$ cat config.mk
export PLATFORM = sky130hd
export DESIGN_NAME = temp_conv_ctrl
export DESIGN_NICKNAME = d
export VERILOG_FILES = /design/src/rtl/cvt_pkg.sv /design/src/rtl/cvt_timebase.sv /design/src/rtl/cvt_sequencer.sv /design/src/rtl/cvt_result.sv /design/src/rtl/temp_conv_ctrl.sv
export SDC_FILE = /design/constraint.sdc
export NUM_CORES = 1
export LEC_CHECK = 0
export CORE_AREA = 10 10 107 61
export CTS_BUF_LIST = sky130_fd_sc_hd__clkbuf_4 sky130_fd_sc_hd__clkbuf_8 sky130_fd_sc_hd__clkbuf_16
export DETAILED_ROUTE_END_ITERATION = 10
export DIE_AREA = 0 0 117 71
export GPL_TIMING_DRIVEN = 0
export PLACE_DENSITY = 0.77
export REMOVE_ABC_BUFFERS = 1
export SETUP_SLACK_MARGIN = 0.15
export SLEW_MARGIN = 20
export SYNTH_ARGS = -nofsm -noshare
export SYNTH_HDL_FRONTEND = slang
export SYNTH_SLANG_ARGS = --single-unit
$ cat constraint.sdc
create_clock -name clk -period 2.2 [get_ports clk]
set_input_delay 0.55 -clock clk [delete_from_list [all_inputs] [get_ports clk]]
set_output_delay 0.55 -clock clk [all_outputs]
set_load 0.03 [all_outputs]
$ cat src/rtl/cvt_pkg.sv
`timescale 1ns/1ps
package cvt_pkg;

    typedef logic [1:0] res_code_t;

    typedef enum logic [0:0] {
        SEQ_IDLE = 1'b0,
        SEQ_RUN  = 1'b1
    } seq_state_e;

    typedef struct packed {
        logic [15:0] word;
        res_code_t   code;
    } stored_result_t;

    localparam logic [15:0] ONESHOT_SENTINEL = 16'h8000;
    localparam res_code_t   FULL_RES_CODE    = 2'd3;

    // Bits kept for a given resolution code: [15:3-code]
    function automatic logic [15:0] keep_mask(input res_code_t code);
        return 16'hFFFF << (FULL_RES_CODE - code);
    endfunction

endpackage

$ cat src/rtl/cvt_timebase.sv
`timescale 1ns/1ps
module cvt_timebase
    import cvt_pkg::*;
#(
    parameter int PRESCALE   = 1000,
    parameter int BASE_TICKS = 35
) (
    input  logic      clk,
    input  logic      rst,
    input  logic      start,
    input  logic      run,
    input  res_code_t code,
    output logic      fin
);
    localparam int PW       = (PRESCALE > 1) ? $clog2(PRESCALE) : 1;
    localparam int TICK_MAX = BASE_TICKS * 8;
    localparam int TW       = $clog2(TICK_MAX + 1);

    logic [PW-1:0] pre_q;
    logic [TW-1:0] tick_q;
    logic [TW-1:0] limit;
    logic          pre_last;
    logic          tick_last;

    always_comb begin
        limit     = TW'(BASE_TICKS) << code;
        pre_last  = (pre_q == PW'(PRESCALE - 1));
        tick_last = (tick_q == (limit - TW'(1)));
        fin       = run && pre_last && tick_last;
    end

    always_ff @(posedge clk) begin
        if (rst || start) begin
            pre_q  <= '0;
            tick_q <= '0;
        end else if (run) begin
            if (pre_last) begin
                pre_q  <= '0;
                tick_q <= tick_q + TW'(1);
            end else begin
                pre_q <= pre_q + PW'(1);
            end
        end
    end

endmodule

$ cat src/rtl/cvt_sequencer.sv
`timescale 1ns/1ps
module cvt_sequencer
    import cvt_pkg::*;
(
    input  logic      clk,
    input  logic      rst,
    input  logic      shutdown_i,
    input  logic      oneshot_i,
    input  res_code_t res_i,
    input  logic      fin,
    output logic      start,
    output logic      os_start,
    output logic      run,
    output logic      os_busy,
    output res_code_t cur_code
);
    seq_state_e state_q;
    res_code_t  code_q;
    logic       os_q;

    always_comb begin
        start    = 1'b0;
        os_start = 1'b0;
        unique case (state_q)
            SEQ_IDLE: begin
                if (!shutdown_i) begin
                    start = 1'b1;
                end else if (oneshot_i) begin
                    start    = 1'b1;
                    os_start = 1'b1;
                end
            end
            SEQ_RUN: begin
                if (fin && !shutdown_i) start = 1'b1;
            end
            default: ;
        endcase
    end

    always_ff @(posedge clk) begin
        if (rst) begin
            state_q <= SEQ_IDLE;
            code_q  <= '0;
            os_q    <= 1'b0;
        end else if (start) begin
            state_q <= SEQ_RUN;
            code_q  <= res_i;
            os_q    <= os_start;
        end else if (fin) begin
            state_q <= SEQ_IDLE;
            os_q    <= 1'b0;
        end
    end

    assign run      = (state_q == SEQ_RUN);
    assign os_busy  = os_q;
    assign cur_code = code_q;

endmodule

$ cat src/rtl/cvt_result.sv
`timescale 1ns/1ps
module cvt_result
    import cvt_pkg::*;
(
    input  logic        clk,
    input  logic        rst,
    input  logic        fin,
    input  res_code_t   code,
    input  logic        os_start,
    input  logic        os_busy,
    input  logic [15:0] sample_i,
    input  logic        rd_result_i,
    input  logic        rd_ctrl_i,
    output logic [15:0] result_o,
    output logic        dav_o,
    output logic        ctrl_tog_o
);
    stored_result_t stored_q;
    logic           res_tog_q, res_fresh_q;
    logic           ctl_tog_q, ctl_fresh_q;
    logic           dav_q;

    always_ff @(posedge clk) begin
        if (rst) begin
            stored_q    <= '0;
            res_tog_q   <= 1'b0;
            res_fresh_q <= 1'b0;
            ctl_tog_q   <= 1'b0;
            ctl_fresh_q <= 1'b0;
            dav_q       <= 1'b0;
        end else begin
            if (fin) begin
                stored_q.word <= sample_i & keep_mask(code);
                stored_q.code <= code;
            end
            res_tog_q   <= res_tog_q ^ (rd_result_i && res_fresh_q);
            res_fresh_q <= fin || (res_fresh_q && !rd_result_i);
            ctl_tog_q   <= ctl_tog_q ^ (rd_ctrl_i && ctl_fresh_q);
            ctl_fresh_q <= fin || (ctl_fresh_q && !rd_ctrl_i);
            if (fin)                          dav_q <= 1'b1;
            else if (os_start || rd_result_i) dav_q <= 1'b0;
        end
    end

    always_comb begin
        if (os_busy) begin
            result_o = ONESHOT_SENTINEL;
        end else begin
            result_o[15:1] = stored_q.word[15:1];
            result_o[0]    = (stored_q.code == FULL_RES_CODE) ? stored_q.word[0] : res_tog_q;
        end
    end

    assign dav_o      = dav_q;
    assign ctrl_tog_o = ctl_tog_q;

endmodule

$ cat src/rtl/temp_conv_ctrl.sv
`timescale 1ns/1ps
module temp_conv_ctrl
    import cvt_pkg::*;
#(
    parameter int PRESCALE   = 1000,
    parameter int BASE_TICKS = 35
) (
    input  logic        clk,
    input  logic        rst,
    input  logic        shutdown_i,
    input  logic        oneshot_i,
    input  logic [1:0]  res_i,
    input  logic [15:0] sample_i,
    input  logic        rd_result_i,
    input  logic        rd_ctrl_i,
    output logic [15:0] result_o,
    output logic        dav_o,
    output logic        ctrl_tog_o,
    output logic        done_o
);
    logic      seq_start;
    logic      os_start;
    logic      seq_run;
    logic      os_busy;
    logic      conv_fin;
    res_code_t cur_code;
    logic      done_q;

    cvt_sequencer u_seq (
        .clk        (clk),
        .rst        (rst),
        .shutdown_i (shutdown_i),
        .oneshot_i  (oneshot_i),
        .res_i      (res_i),
        .fin        (conv_fin),
        .start      (seq_start),
        .os_start   (os_start),
        .run        (seq_run),
        .os_busy    (os_busy),
        .cur_code   (cur_code)
    );

    cvt_timebase #(
        .PRESCALE   (PRESCALE),
        .BASE_TICKS (BASE_TICKS)
    ) u_time (
        .clk   (clk),
        .rst   (rst),
        .start (seq_start),
        .run   (seq_run),
        .code  (cur_code),
        .fin   (conv_fin)
    );

    cvt_result u_res (
        .clk         (clk),
        .rst         (rst),
        .fin         (conv_fin),
        .code        (cur_code),
        .os_start    (os_start),
        .os_busy     (os_busy),
        .sample_i    (sample_i),
        .rd_result_i (rd_result_i),
        .rd_ctrl_i   (rd_ctrl_i),
        .result_o    (result_o),
        .dav_o       (dav_o),
        .ctrl_tog_o  (ctrl_tog_o)
    );

    always_ff @(posedge clk) begin
        if (rst) done_q <= 1'b0;
        else     done_q <= conv_fin;
    end

    assign done_o = done_q;

endmodule

# Word level (Yosys, flattened, before mapping)
# Cells that the tools add are included.
word_totals:
  ff_bits: 47
  in_bits: 24
op_classes:
  n_addsub: 4
  n_eq_ne: 3
  shift: 2
  n_mux: 14
  n_bitwise: 4
  n_reduce_logical: 17
ops:
  columns: ["op", "count"]
  rows:
  - ["AND 16 bit", 1]
  - ["2-to-1 mux 16 bit", 1]
  - ["left shift 16 x 2 -> 16 bit (first input constant)", 1]
  - ["2-to-1 mux 1 bit", 11]
  - ["adder 10 x 1 -> 10 bit (second input constant)", 1]
  - ["equality test 10 bit (second input constant)", 1]
  - ["2-to-1 mux 10 bit", 1]
  - ["adder 9 x 1 -> 9 bit (second input constant)", 1]
  - ["equality test 9 bit", 1]
  - ["left shift 6 x 2 -> 9 bit (first input constant)", 1]
  - ["subtractor 9 x 1 -> 9 bit (second input constant)", 1]
  - ["logical AND 1 bit", 7]
  - ["logical OR 1 bit", 4]
  - ["nonzero test 2 bit", 2]
  - ["logical NOT 1 bit", 3]
  - ["equality test 2 bit (second input constant)", 1]
  - ["one-hot mux 1 bit (2 select lines)", 1]
  - ["AND reduction 2 bit", 1]
  - ["subtractor 2 bit (first input constant)", 1]
  - ["bitwise XOR 1 bit", 2]
  - ["NOT 1 bit", 1]

# Logic depth before layout (Yosys ltp)
# Gate-level depths: netlist (run 1).
depth:
  ltp_word: 8
  depth_mapped: 7
  depth_no_buf: 6

# Hierarchy
# From an unflattened synthesis (run 1), not the netlist that was laid out.
hier_totals:
  hier_cells: 238
  hier_area_um2: 2217.1
by_module_without_submodules:
  columns: ["mod", "n_inst", "cells_each", "area_per_inst_um2", "seq_area_each_um2"]
  rows:
  - ["cvt_timebase", 1, 118, 1026.0, 380.4]
  - ["cvt_result", 1, 98, 954.7, 460.4]
  - ["cvt_sequencer", 1, 20, 202.7, 80.1]
  - ["temp_conv_ctrl", 1, 2, 33.8, 20.0]

# Worst setup path before layout (run 1)
# Ideal clock, no wire load.
synth_path:
  path_kind: "flip-flop to flip-flop"
  start: "register u_time.pre_q[0]"
  end: "register u_time.pre_q[0]"
  setup_time_ps: 139
  t_arrival_ps: 1690
  path_slack_ps: 372
  path_stages_with_launch: 8
  n_path_buf: 1
  path_cell_list: "dfxtp_1 > ha_1 > and4bb_2 > nand4_1 > a221o_2 > o21ai_4 > buf_6 > a211oi_1"
synth_between:
  elab_chain_len: 7
  word_cells_on_any_way: 9
  cone_classes: "add/sub: 1; eq/ne: 1; mux: 3; reduce/logical: 4"
synth_lines:
  columns: ["item", "line", "rtl"]
  rows:
  - ["start: declaration", "cvt_timebase.sv:19", "logic [PW-1:0] pre_q;"]
  - ["start signal: assignment", "cvt_timebase.sv:41", "pre_q <= pre_q + PW'(1);"]
  - ["equality test 10 bit", "cvt_timebase.sv:27", "pre_last = (pre_q == PW'(PRESCALE - 1));"]
  - ["logical AND 1 bit (2 in series)", "cvt_timebase.sv:29", "fin = run && pre_last && tick_last;"]
  - ["logical AND 1 bit", "cvt_sequencer.sv:34", "if (fin && !shutdown_i) start = 1'b1;"]
  - ["2-to-1 mux 1 bit", "cvt_sequencer.sv:34", null]
  - ["one-hot mux 1 bit (2 select lines)", "cvt_sequencer.sv:24", "unique case (state_q)"]
  - ["logical OR 1 bit", "cvt_timebase.sv:33", "if (rst || start) begin"]
# Parallel ways exist; a longest one is shown, timed or not.
# A chain may end at the register's enable or synchronous reset.

# Worst setup path in the final report (run 1)
layout_path:
  start: "register u_time.pre_q[0]"
  end: "register u_res.stored_q[11] (netlist name)"
layout_between:
  elab_chain_len: 3
layout_lines:
  columns: ["item", "line", "rtl"]
  rows:
  - ["equality test 10 bit", "cvt_timebase.sv:27", null]
  - ["logical AND 1 bit (2 in series)", "cvt_timebase.sv:29", null]
  - ["end: declaration", "cvt_result.sv:18", "stored_result_t stored_q;"]
# Every way passes these cells.

==> results of run 1 <==
tightest hold or removal path, delay by kind of cell, from the launching register on:
family,cells,cell delay [ns]
flops,1,0.32
compound gates,2,0.10
per-layer routing:
metal	up-vias	wire length, um	GRT usage
li1	1106	-	-
met1	1092	3310	0.231
met2	73	2960	0.238
met3	10	459	0.0455
met4	0	110	0.0627
met5	-	0	0
how the worst min path moves through the flow:
stage / endpoint / depth (start not counted)
5_1_grt: u_res.stored_q[8] / 2
3_3_place_gp: u_res.stored_q[3] / 2
4_1_cts: u_res.res_fresh_q / 2
6_report: u_res.stored_q[8] / 2
2_1_floorplan: u_res.stored_q[10] / 2
3_5_place_dp: u_res.res_fresh_q / 2
timing repair:
item | 4_1_cts | 5_1_grt
endpoints found under the setup margin | 53 | 35
gates resized for setup | 31 | 11
pin swaps | 4 | 4
cloned | 3 | 0
buffers inserted | 18 | 5
cell usage after synthesis, types with 3 or more instances:
library cell,number
dfxtp_1,47
nor2_1,16
buf_6,4
clkbuf_1,10
o21ai_1,8
nor3_1,3
nor2b_1,14
nand3_1,19
nand4_1,10
inv_1,4
a31oi_1,3
nand2_1,19
a211oi_1,11
buf_2,5
and3_1,5
a21oi_1,25
nand2b_1,3
xor2_1,10
o21ai_0,13
xnor2_1,8
a22oi_1,3
where the power goes:
part | switching, uW | internal (uW)
Sequential | 26.5 | 857
Combinational | 98.8 | 75.9
Clock | 284 | 247
cells by family after synthesis:
family / synth area share
xor gates and xnor gates: 0.0669
DFF: 0.400
AOI/OAI and AO/OA: 0.217
buffers and inverters: 0.0574
adders and majority gates: 0.0106
muxes: 0.00903
and+or+nand+nor: 0.240
state kept, by name, indices dropped and copies added, names as in the netlist:
name,flops
u_seq.os_busy,1
done_o,1
u_res.ctrl_tog_o,1
u_res.dav_o,1
u_res.ctl_fresh_q,1
u_res.stored_q,18
u_time.tick_q,9
u_time.pre_q,10
u_seq.cur_code,2
u_res.res_fresh_q,1
u_seq.run,1
u_res.res_tog_q,1
per-stage QoR:
| stage | hold WS [ns] | setup WS, ns | utilization |
|---|---|---|---|
| after floorplan | 0.439 | -0.0764 | - |
| after global placement | 0.453 | -0.963 | 0.577 |
| after detailed placement | 0.461 | -0.280 | 0.582 |
| after CTS | 0.475 | 0.162 | 0.651 |
| after global routing | 0.493 | 0.0740 | 0.664 |
| final | 0.464 | 0.0997 | 0.664 |
area by class of cell:
| class | instances | share of cell area |
|---|---|---|
| well taps | 60 | 0.0239 |
| inverters | 4 | 0.00478 |
| repair buffers | 66 | 0.196 |
| flip-flops and latches | 47 | 0.305 |
| clock inverters | 1 | 0.00159 |
| clock buffers | 6 | 0.0263 |
| multi-input cells | 204 | 0.442 |
==> results.cfg, run 1 <==
[yosys]
synth_area_leader_cell = dfxtp_1
ys_seq_elements = 47
synth_top_cell_area_share = 0.400
ys_dominant_reg_cell = dfxtp_1
synth_area_leaders = dfxtp_1 40%, a21oi_1 5.3%, nand3_1 4.0%
synth-seq-area-share = 0.400
yosys_warnings = 0
synthCells = 273
synth_area_per_cell_um2 = 8.63
synth_cell_type_count = 48
synth_edf_count = 0
syn-cell-area_um2 = 2350
async_reset_ff_frac = 0

[floorplan]
core-area_um2 = 4730
die_h_um = 71
start_util = 0.498
io_pins = 43
fp.dieW_um = 117
fp-row-count = 18
die_area_um2 = 8310

[routing]
routedWlPerCell_um = 17.6
drt-total-wl_um = 6840
drc = 0
ant_nets = 0
vias = 2281
drt_pre_antenna_iters = 4
viasPerCell = 5.88
drtIter0Drc = 121

[critical_path]
cp.required_ns = 2.36
cp-startpoint = u_time.pre_q[0]
path_class = flip-flop to flip-flop
crit_family = compound AO/OA/AOI/OAI gates
rr_endpoint = u_res.stored_q[11]
crit_buf_inv = 1
end_kind = flip-flop
r2r_start = u_time.pre_q[0]
cpMaxStageDelayCell = a221o_2
crit_end = u_res.stored_q[11]
r2r_slack_ns = 0.1
start_kind = flip-flop
reg2regPathDepth = 7
path_max_fanout = 6
worst-path-stages = 7
arrival_ns = 2.26
cpPeakStageDelay_ns = 0.40
worstPathCellList = ha_4 > and4bb_2 > nand4_1 > buf_6 > a221o_2 > o21ai_0 > a21oi_1

[clocking]
ctsLongestPathBuffers = 2
numCtsBuffers = 5
cts_tree = built
htreeDepth = 2
clk_pin_slew_ns = 0.08
clock_latency_ns = 0.30
cts_root_buffer = clkbuf_8
cts_hold_buf = 0
numClockSinks = 47

[final_layout]
final_cell_mix = 41 x dfxtp_1, 25 x a21oi_1, 25 x clkdlybuf4s50_1
design_area_um2 = 3140
final-seq-area_um2 = 958
area_growth_pct = 33.4
antenna_cells = 0
final_common_cell = dfxtp_1
layout.nets = 354
finalNonFillerCells = 388
fillCellCount = 374
multi_input_area_um2 = 1390
drive_above_1_share = 0.183

[timing]
fin_skew_ns = 0.00152
slew_violations = 0
layout_min_cycle_time_ns = 2.10
setup_tns_ns = 0
slew_headroom = 0.494
rsz0062_at_grt = true
period_share = 0.955
hold_violations = 0
tightest_slew_ns = 0.759
setup_viol = 0
fmax_ghz = 0.476

[hold_path]
hp-start = u_res.stored_q[8]
min_path_type = flip-flop to flip-flop

[placement]
dpl.hpwl_um = 4110
dp.cells = 355
post_dp_cell_area_um2 = 2750
gp_congestion = 0.828
io_buffers = 42

[power_and_ir_drop]
p_per_area_nw_per_um2 = 506
total_power_uw = 1590
ir_drop_mv = 0.388
leakagePower_uw = 0.00116

[global_routing]
grt_max_degree = 41
grt_pass1_wl_um = 11400
grt_usage = 0.166
grt_pass1_vias = 2247
grt.overflow.total = 0
grt_antenna_before_repair = 0

[outcome]
status = finished, final reports clean

[job]
drv_cap = 0
(Power assumes the default switching activity.)
==> inputs of run 2 (changes only) <==
--- a/config.mk
+++ b/config.mk
@@ -7,6 +7,7 @@
 export LEC_CHECK = 0
 export CORE_AREA = 10 10 107 61
 export CTS_BUF_LIST = sky130_fd_sc_hd__clkbuf_4 sky130_fd_sc_hd__clkbuf_8 sky130_fd_sc_hd__clkbuf_16
+export CTS_CLUSTER_DIAMETER = 200
 export DETAILED_ROUTE_END_ITERATION = 10
 export DIE_AREA = 0 0 117 71
 export GPL_TIMING_DRIVEN = 0
==> results of run 2 <==
Same layout as run 1: the final DEF is identical, and so are final timing and power.
